File: config.mk
export PLATFORM = sky130hd
export DESIGN_NAME = distRegBank
export DESIGN_NICKNAME = d
export VERILOG_FILES = /design/src/rtl/distRegPkg.sv /design/src/rtl/distDecode.sv /design/src/rtl/distState.sv /design/src/rtl/distRegBank.sv
export SDC_FILE = /design/constraint.sdc
export NUM_CORES = 2
export LEC_CHECK = 0
export BUFFER_PORTS_ARGS = -buffer_cell sky130_fd_sc_hd__buf_4
export CAP_MARGIN = 40
export CELL_PAD_IN_SITES_DETAIL_PLACEMENT = 2
export CELL_PAD_IN_SITES_GLOBAL_PLACEMENT = 2
export CORE_AREA = 2 2 578 580
export DETAILED_ROUTE_END_ITERATION = 16
export DIE_AREA = 0 0 580 582
export PLACE_DENSITY_LB_ADDON = 0.3
export SETUP_SLACK_MARGIN = 0.3
export SLEW_MARGIN = 0
export SYNTH_ARGS = -nofsm -noshare
export SYNTH_HDL_FRONTEND = slang
export SYNTH_SLANG_ARGS = --single-unit
File: constraint.sdc
create_clock -name clk -period 17.4 [get_ports clk]
set_input_delay 5.22 -clock clk [delete_from_list [all_inputs] [get_ports clk]]
set_output_delay 5.22 -clock clk [all_outputs]
set_load 0.02 [all_outputs]
File: src/rtl/distRegPkg.sv
package distRegPkg;

  localparam int REG_BITS  = 32;
  localparam int SGI_COUNT = 16;
  localparam int ID_W      = 10;

  typedef enum logic [2:0] {
    RD_NONE, RD_CTRL, RD_TYPE, RD_GROUP, RD_EN, RD_PEND, RD_PRIO, RD_TGT
  } rdSel_e;

  // strobes from the decoder to the state datapath
  typedef struct packed {
    logic       wrCtrl;
    logic       wrGroup;
    logic       wrSetEn;
    logic       wrClrEn;
    logic       wrSetPend;
    logic       wrClrPend;
    logic       wrPrio;
    logic       wrTgt;
    logic       wrSgi;
    rdSel_e     rdSel;
    logic [7:0] regIdx;
  } distStrobe_t;

endpackage

File: src/rtl/distDecode.sv
module distDecode
  import distRegPkg::*;
(
  input  logic        busSel,
  input  logic        busWrite,
  input  logic [9:0]  busAddr,
  output distStrobe_t stb
);

  logic wr;
  logic rd;
  assign wr = busSel & busWrite;
  assign rd = busSel & ~busWrite;

  always_comb begin
    stb = '0;
    stb.rdSel = RD_NONE;
    if (busAddr == 10'h000) begin
      stb.wrCtrl = wr;
      if (rd) stb.rdSel = RD_CTRL;
    end else if (busAddr == 10'h001) begin
      if (rd) stb.rdSel = RD_TYPE;
    end else if (busAddr == 10'h3C0) begin
      stb.wrSgi = wr;
    end else if (busAddr[9:8] == 2'd1) begin
      stb.regIdx = busAddr[7:0];
      stb.wrPrio = wr;
      if (rd) stb.rdSel = RD_PRIO;
    end else if (busAddr[9:8] == 2'd2) begin
      stb.regIdx = busAddr[7:0];
      stb.wrTgt  = wr;
      if (rd) stb.rdSel = RD_TGT;
    end else begin
      stb.regIdx = {3'b000, busAddr[4:0]};
      case (busAddr[9:5])
        5'd1: begin stb.wrGroup   = wr; if (rd) stb.rdSel = RD_GROUP; end
        5'd2: begin stb.wrSetEn   = wr; if (rd) stb.rdSel = RD_EN;    end
        5'd3: begin stb.wrClrEn   = wr; if (rd) stb.rdSel = RD_EN;    end
        5'd4: begin stb.wrSetPend = wr; if (rd) stb.rdSel = RD_PEND;  end
        5'd5: begin stb.wrClrPend = wr; if (rd) stb.rdSel = RD_PEND;  end
        default: stb.regIdx = '0;
      endcase
    end
  end

endmodule

File: src/rtl/distState.sv
module distState
  import distRegPkg::*;
#(
  parameter int NUM_IRQ   = 64,
  parameter int NUM_CORES = 8
) (
  input  logic                          clk,
  input  logic                          rstN,
  input  distStrobe_t                   stb,
  input  logic [31:0]                   busWdata,
  input  logic [3:0]                    busBe,
  output logic [31:0]                   busRdata,
  input  logic [NUM_IRQ-1:SGI_COUNT]    irqIn,
  input  logic                          ackValid,
  input  logic [ID_W-1:0]               ackId,
  input  logic [2:0]                    ackCore,
  output logic [NUM_IRQ-1:0]            enableVec,
  output logic [NUM_IRQ-1:0]            pendingVec,
  output logic [NUM_IRQ-1:0]            groupVec,
  output logic [NUM_IRQ*8-1:0]          priorityFlat,
  output logic [NUM_IRQ*8-1:0]          targetFlat,
  output logic [1:0]                    grpEnable,
  output logic [SGI_COUNT*NUM_CORES-1:0] sgiPendFlat
);

  localparam int NUM_REGS = NUM_IRQ / REG_BITS;
  localparam int SGI_BITS = SGI_COUNT * NUM_CORES;

  logic [NUM_IRQ-1:0]          enReg, enSet, enClr, grpReg, grpNext;
  logic [NUM_IRQ-1:SGI_COUNT]  pendReg, pendSet, pendClr, irqPrev;
  logic [SGI_BITS-1:0]         sgiPend, sgiSet, sgiClr;
  logic [NUM_IRQ-1:0][7:0]     prioArr, tgtArr;
  logic [1:0]                  ctlReg;
  logic [31:0]                 laneMask, wMasked;

  assign laneMask = {{8{busBe[3]}}, {8{busBe[2]}}, {8{busBe[1]}}, {8{busBe[0]}}};
  assign wMasked  = busWdata & laneMask;

  // set/clear terms for every bit of state
  always_comb begin
    enSet   = '0;
    enClr   = '0;
    grpNext = grpReg;
    pendSet = irqIn & ~irqPrev;
    pendClr = '0;
    sgiSet  = '0;
    sgiClr  = '0;
    for (int i = 0; i < NUM_IRQ; i++) begin
      if (stb.regIdx == 8'(i / REG_BITS)) begin
        if (stb.wrSetEn) enSet[i] = wMasked[i % REG_BITS];
        if (stb.wrClrEn) enClr[i] = wMasked[i % REG_BITS];
        if (stb.wrGroup && laneMask[i % REG_BITS]) grpNext[i] = busWdata[i % REG_BITS];
      end
    end
    for (int i = SGI_COUNT; i < NUM_IRQ; i++) begin
      if (stb.regIdx == 8'(i / REG_BITS)) begin
        if (stb.wrSetPend) pendSet[i] = pendSet[i] | wMasked[i % REG_BITS];
        if (stb.wrClrPend) pendClr[i] = wMasked[i % REG_BITS];
      end
      if (ackValid && 32'(ackId) == i) pendClr[i] = 1'b1;
    end
    for (int s = 0; s < SGI_COUNT; s++) begin
      for (int c = 0; c < NUM_CORES; c++) begin
        if (stb.wrSgi && busWdata[3:0] == 4'(s) && busWdata[16+c] && busWdata[15] == grpReg[s])
          sgiSet[s*NUM_CORES+c] = 1'b1;
        if (ackValid && ackId == ID_W'(s) && ackCore == 3'(c))
          sgiClr[s*NUM_CORES+c] = 1'b1;
      end
    end
  end

  always_ff @(posedge clk or negedge rstN) begin
    if (!rstN) begin
      enReg   <= '0;
      pendReg <= '0;
      irqPrev <= '0;
      sgiPend <= '0;
      grpReg  <= '0;
      ctlReg  <= '0;
      prioArr <= '0;
      tgtArr  <= '0;
    end else begin
      enReg   <= (enReg & ~enClr) | enSet;
      pendReg <= (pendReg & ~pendClr) | pendSet;   // set wins
      sgiPend <= (sgiPend & ~sgiClr) | sgiSet;     // set wins
      irqPrev <= irqIn;
      grpReg  <= grpNext;
      if (stb.wrCtrl && busBe[0]) ctlReg <= busWdata[1:0];
      for (int i = 0; i < NUM_IRQ; i++) begin
        if (stb.regIdx == 8'(i / 4) && busBe[i % 4]) begin
          if (stb.wrPrio) prioArr[i] <= busWdata[(i % 4)*8 +: 8];
          if (stb.wrTgt)  tgtArr[i]  <= busWdata[(i % 4)*8 +: 8];
        end
      end
    end
  end

  generate
    for (genvar s = 0; s < SGI_COUNT; s++) begin : g_sgiOr
      assign pendingVec[s] = |sgiPend[s*NUM_CORES +: NUM_CORES];
    end
  endgenerate
  assign pendingVec[NUM_IRQ-1:SGI_COUNT] = pendReg;

  assign enableVec    = enReg;
  assign groupVec     = grpReg;
  assign priorityFlat = prioArr;
  assign targetFlat   = tgtArr;
  assign grpEnable    = ctlReg;
  assign sgiPendFlat  = sgiPend;

  // read mux
  always_comb begin
    busRdata = '0;
    case (stb.rdSel)
      RD_CTRL: busRdata[1:0] = ctlReg;
      RD_TYPE: busRdata[4:0] = 5'(NUM_REGS - 1);
      RD_GROUP, RD_EN, RD_PEND: begin
        for (int i = 0; i < NUM_IRQ; i++) begin
          if (stb.regIdx == 8'(i / REG_BITS)) begin
            if (stb.rdSel == RD_GROUP)   busRdata[i % REG_BITS] = grpReg[i];
            else if (stb.rdSel == RD_EN) busRdata[i % REG_BITS] = enReg[i];
            else                         busRdata[i % REG_BITS] = pendingVec[i];
          end
        end
      end
      RD_PRIO, RD_TGT: begin
        for (int i = 0; i < NUM_IRQ; i++) begin
          if (stb.regIdx == 8'(i / 4))
            busRdata[(i % 4)*8 +: 8] = (stb.rdSel == RD_PRIO) ? prioArr[i] : tgtArr[i];
        end
      end
      default: busRdata = '0;
    endcase
  end

  AST_CTRL_WRITE: assert property (@(posedge clk) disable iff (!rstN)
    (stb.wrCtrl && busBe[0]) |=> grpEnable == $past(busWdata[1:0]));

  AST_HIGH_EN_ZERO: assert property (@(posedge clk) disable iff (!rstN)
    (stb.rdSel == RD_EN && stb.regIdx >= 8'(NUM_REGS)) |-> busRdata == '0);

  AST_LOW_PEND_WINDOW: assert property (@(posedge clk) disable iff (!rstN)
    ((stb.wrSetPend || stb.wrClrPend) && !ackValid) |=> $stable(pendingVec[SGI_COUNT-1:0]));

  AST_SGI_GROUP_GATE: assert property (@(posedge clk) disable iff (!rstN)
    (stb.wrSgi && busWdata[15] != groupVec[busWdata[3:0]] && !ackValid) |=> $stable(sgiPendFlat));

  AST_ACK_CLEARS: assert property (@(posedge clk) disable iff (!rstN)
    (ackValid && 32'(ackId) >= SGI_COUNT && 32'(ackId) < NUM_IRQ && !stb.wrSetPend
     && (irqIn & ~irqPrev) == '0) |=> !pendingVec[$past(ackId)]);

endmodule

File: src/rtl/distRegBank.sv
module distRegBank
  import distRegPkg::*;
#(
  parameter int NUM_IRQ   = 64,
  parameter int NUM_CORES = 8
) (
  input  logic                           clk,
  input  logic                           rstN,
  input  logic                           busSel,
  input  logic                           busWrite,
  input  logic [9:0]                     busAddr,
  input  logic [31:0]                    busWdata,
  input  logic [3:0]                     busBe,
  output logic [31:0]                    busRdata,
  input  logic [NUM_IRQ-1:16]            irqIn,
  input  logic                           ackValid,
  input  logic [9:0]                     ackId,
  input  logic [2:0]                     ackCore,
  output logic [NUM_IRQ-1:0]             enableVec,
  output logic [NUM_IRQ-1:0]             pendingVec,
  output logic [NUM_IRQ-1:0]             groupVec,
  output logic [NUM_IRQ*8-1:0]           priorityFlat,
  output logic [NUM_IRQ*8-1:0]           targetFlat,
  output logic [1:0]                     grpEnable,
  output logic [16*NUM_CORES-1:0]        sgiPendFlat
);

  distStrobe_t stb;

  distDecode u_decode (
    .busSel  (busSel),
    .busWrite(busWrite),
    .busAddr (busAddr),
    .stb     (stb)
  );

  distState #(.NUM_IRQ(NUM_IRQ), .NUM_CORES(NUM_CORES)) u_state (
    .clk         (clk),
    .rstN        (rstN),
    .stb         (stb),
    .busWdata    (busWdata),
    .busBe       (busBe),
    .busRdata    (busRdata),
    .irqIn       (irqIn),
    .ackValid    (ackValid),
    .ackId       (ackId),
    .ackCore     (ackCore),
    .enableVec   (enableVec),
    .pendingVec  (pendingVec),
    .groupVec    (groupVec),
    .priorityFlat(priorityFlat),
    .targetFlat  (targetFlat),
    .grpEnable   (grpEnable),
    .sgiPendFlat (sgiPendFlat)
  );

endmodule

==> results.sh <==
export IMPL_crit_slowest_cell="nor4_1"
export IMPL_core_rowCount=212
export IMPL_critPathKind="in2out"
export IMPL_timing_hold_violations_final=0
export IMPL_synth_edff_count=0
export IMPL_placeableCoreArea_um2=332000
export IMPL_vias=57791
export IMPL_grt_max_degree=175
export IMPL_rsz0062_at_grt="false"
export IMPL_cp_data_arrival_time_ps=10550
export IMPL_vias_per_cell=4.96
export IMPL_grt_total_usage_pct=26.4
export IMPL_critical_path_endpoint_type="output port"
export IMPL_remaining_drc_errors=0
export IMPL_dieWidth_um=580
export IMPL_worst_setup_hold_path_clk_slew_ps=70
export IMPL_ctsHtreeMaxLevel=4
export IMPL_synthesis_area_per_instance_um2=11.5
export IMPL_layout_cells_most_common_list="buf_4, dfrtp_1, mux2_2, nand2_1, o21ai_0"
export IMPL_synth_ff_latch_count=1378
export IMPL_period_share_pct=90.6
export IMPL_worstHoldStart="u_state.irqPrev[23]"
export IMPL_finalMaxSlewViolations=0
export IMPL_clock_latency_ps=870
export IMPL_vias_in_the_first_global_route=62082
export IMPL_area_growth_synth_to_final_pct=36.9
export IMPL_holdCritPathClass="reg2reg"
export IMPL_io_buffers=1489
export IMPL_floorplan_initialDensity_pct=19.5
export IMPL_grt_met3_usage_pct=6.99
export IMPL_grt_pass1_wl_um=610000
export IMPL_clockBufferDepth=4
export IMPL_internal_power_w=0.00580
export IMPL_path_common_cell="buf_4"
export IMPL_layout_cells_most_common="buf_4"
export IMPL_synth_top_cell_by_area="dfrtp_1"
export IMPL_tritoncts_clock_tree="done"
export IMPL_seq_power_share_pct=41.4
export IMPL_sw_frac_of_total_pct=27.4
export IMPL_power_switching_w=0.00219
export IMPL_globalRouteMet2Util_pct=43.5
export IMPL_max_slew_margin_rel_pct=27.0
export IMPL_crit_reg2reg_launch="u_state.groupVec[7]"
export IMPL_final_seq_area_um2=34500
export IMPL_crit_chain="buf_4 -> nor4_1 -> a211oi_1 -> o22a_4 -> nand2_8 -> buf_12 -> buf_12 -> mux2i_1 -> o22ai_1 -> nor4_1 -> a31oi_1 -> buf_4 -> buf_4 -> a211o_1 -> buf_4"
export IMPL_share_of_synthesized_flip_flops_with_an_asynchronous_set_or_reset_pct=100
export IMPL_comb_power_share_pct=7.7
export IMPL_summed_negative_setup_slack_over_all_endpoints_ps=0
export IMPL_cts_hold_buf=0
export IMPL_inserted_clock_buffers=184
export IMPL_antenna_violations_before_repair=46
export IMPL_leading_cell_types_by_total_area_after_synthesis="dfrtp_1, mux2_2, nand2_1"
export IMPL_power_density_cell_area_nw_per_um2=90.2
export IMPL_share_of_synthesized_area_occupied_by_flip_flops_and_latches_pct=53.3
export IMPL_layout_cell_area_non_filler_um2=88600
export IMPL_synthDistinctLibCells=74
export IMPL_final_layout_size_suffix_gt1_share_pct=45.5
export IMPL_groute_layer_met1_usage_pct=32.0
export IMPL_routed_wl_um=461000
export IMPL_dp_cells=11305
export IMPL_yosys_warnings=0
export IMPL_top_fanout_value_on_the_critical_path=72
export IMPL_cp_top_family="simple AND/OR/NAND/NOR gates"
export IMPL_post_cts_resized=0
export IMPL_drtPass1Iterations=6
export IMPL_transition_at_the_pin_with_the_smallest_max_transition_slack_ps=1090
export IMPL_worst_setup_path_startpoint="busAddr[3]"
export IMPL_routed_wire_length_per_instance_um=39.5
export IMPL_final_nets=7218
export IMPL_worst_path_buf_inv=6
export IMPL_final_cells=11657
export IMPL_leakage_nw=43.4
export IMPL_detailedPlacementHpwl_um=356000
export IMPL_cts_post_setup_buffers_inserted=0
export IMPL_synth_top_cell_area_share_pct=53.3
export IMPL_timing_critical_path_required_ps=12180
export IMPL_fmax_ghz=0.0634
export IMPL_final_hold_worst_slack_ps=459
export IMPL_antenna_viol_nets_final=0
export IMPL_timing_final_setup_violations=0
export IMPL_top_level_ports=1490
export IMPL_timing_max_cap_violations=0
export IMPL_placed_cell_area_um2=82300
export IMPL_syn_instance_count=5647
export IMPL_final_min_clock_period_ps=15770
export IMPL_outcome="finished clean"
export IMPL_globalplace_congestion=0.896
export IMPL_share_clk_of_total_power_pct=50.8
export IMPL_fin_worst_skew_ps=36.6
export IMPL_fp_dieH_um=582
export IMPL_ys_dominant_reg_cell="dfrtp_1"
export IMPL_worst_setup_path_start_kind="input pin"
export IMPL_max_vdd_ir_drop_uv=81.2
export IMPL_fillers=36194
export IMPL_clock_sinks=1378
export IMPL_grt_busiest_layer="met2"
export IMPL_grt_remaining_overflow=0
export IMPL_drt_iter0_drc=3898
export IMPL_syn_nets=5759
export IMPL_root_buffer="clkbuf_16"
export IMPL_critical_path_max_stage_delay_ps=700
export IMPL_multi_input_comb_area_um2=28500
export IMPL_fp_dieArea_um2=338000
export IMPL_syn_cell_area_um2=64800
==> sequential cells by signal, indices dropped and copies added (netlist names) <==
register	cells
u_state.grpEnable	2
u_state.sgiPendFlat	128
u_state.pendReg	48
u_state.targetFlat	512
u_state.groupVec	64
u_state.irqPrev	48
u_state.priorityFlat	512
u_state.enableVec	64
==> Yosys cell counts (36+ instances only) <==
cell and count:
nand2_1 696, mux2_2 1182, a21oi_1 240, clkbuf_1 328, dfrtp_1 1378, mux2i_1 132, nor4_1 44, o221ai_1 126
o21ai_0 460, and3_1 91, a31oi_1 36, inv_1 50, buf_2 73, a211oi_1 108, nand3_1 209, nor2_1 89
==> routing by layer <==
layer	vias up	share of wire, %
met5	-	0.0095
met4	8	5.6
met2	2223	47
li1	23595	-
met3	585	7.2
met1	31380	40
==> cell families (layout without fill, tap and decap cells) <==
family                    Yosys count  after routing  synth area share, %
AOI/OAI and AO/OA                1172           1172                 11.5
and+or+nand+nor                  1265           1265                 8.93
other                               0             19                    0
buffers and inverters             482           2086                 3.03
DFF                              1378           1378                 53.3
xor gates and xnor gates           17             17                0.230
muxes                            1333           1333                 23.0
==> cell type report <==
type,count,area share [%]
flip-flops and latches,1378,38.9
multi-input cells,3787,32.2
repair buffers,1705,15.3
well taps,4387,6.19
clock buffers,274,6.06
clock inverters,57,1.04
inverters,50,0.212
diodes,19,0.0536
==> power by group through the flow <==
stage / registers (W) / logic, W / clock network, W
after floorplan: 0.00339 / 0.000178 / 0
after global placement: 0.00337 / 0.000606 / 0
after detailed placement: 0.00337 / 0.000626 / 0
after CTS: 0.00331 / 0.000628 / 0.00417
after global routing: 0.00332 / 0.000650 / 0.00427
final: 0.00331 / 0.000617 / 0.00406
==> path summary, 6_finish.rpt <==
path	to	cells past startpoint	slack [ps]
max	busRdata[0]	15	1630
max in group asynchronous	u_state.priorityFlat[213]	5	10190
min reg2reg	u_state.pendReg[23]	1	460
max reg2reg	u_state.sgiPendFlat[63]	5	15580
min	u_state.pendReg[23]	1	460
min in group asynchronous	u_state.sgiPendFlat[93]	1	4300
==> per-stage QoR <==
step	setup slack, ps	total power [W]	util (%)
after global placement	1090	0.00397	24.5
after global routing	1320	0.00824	26.7
after detailed placement	1440	0.00400	24.8
final	1630	0.00800	26.7
after CTS	1450	0.00811	26.7
after floorplan	4080	0.00357	-
Power figures use the tool's default switching activity.
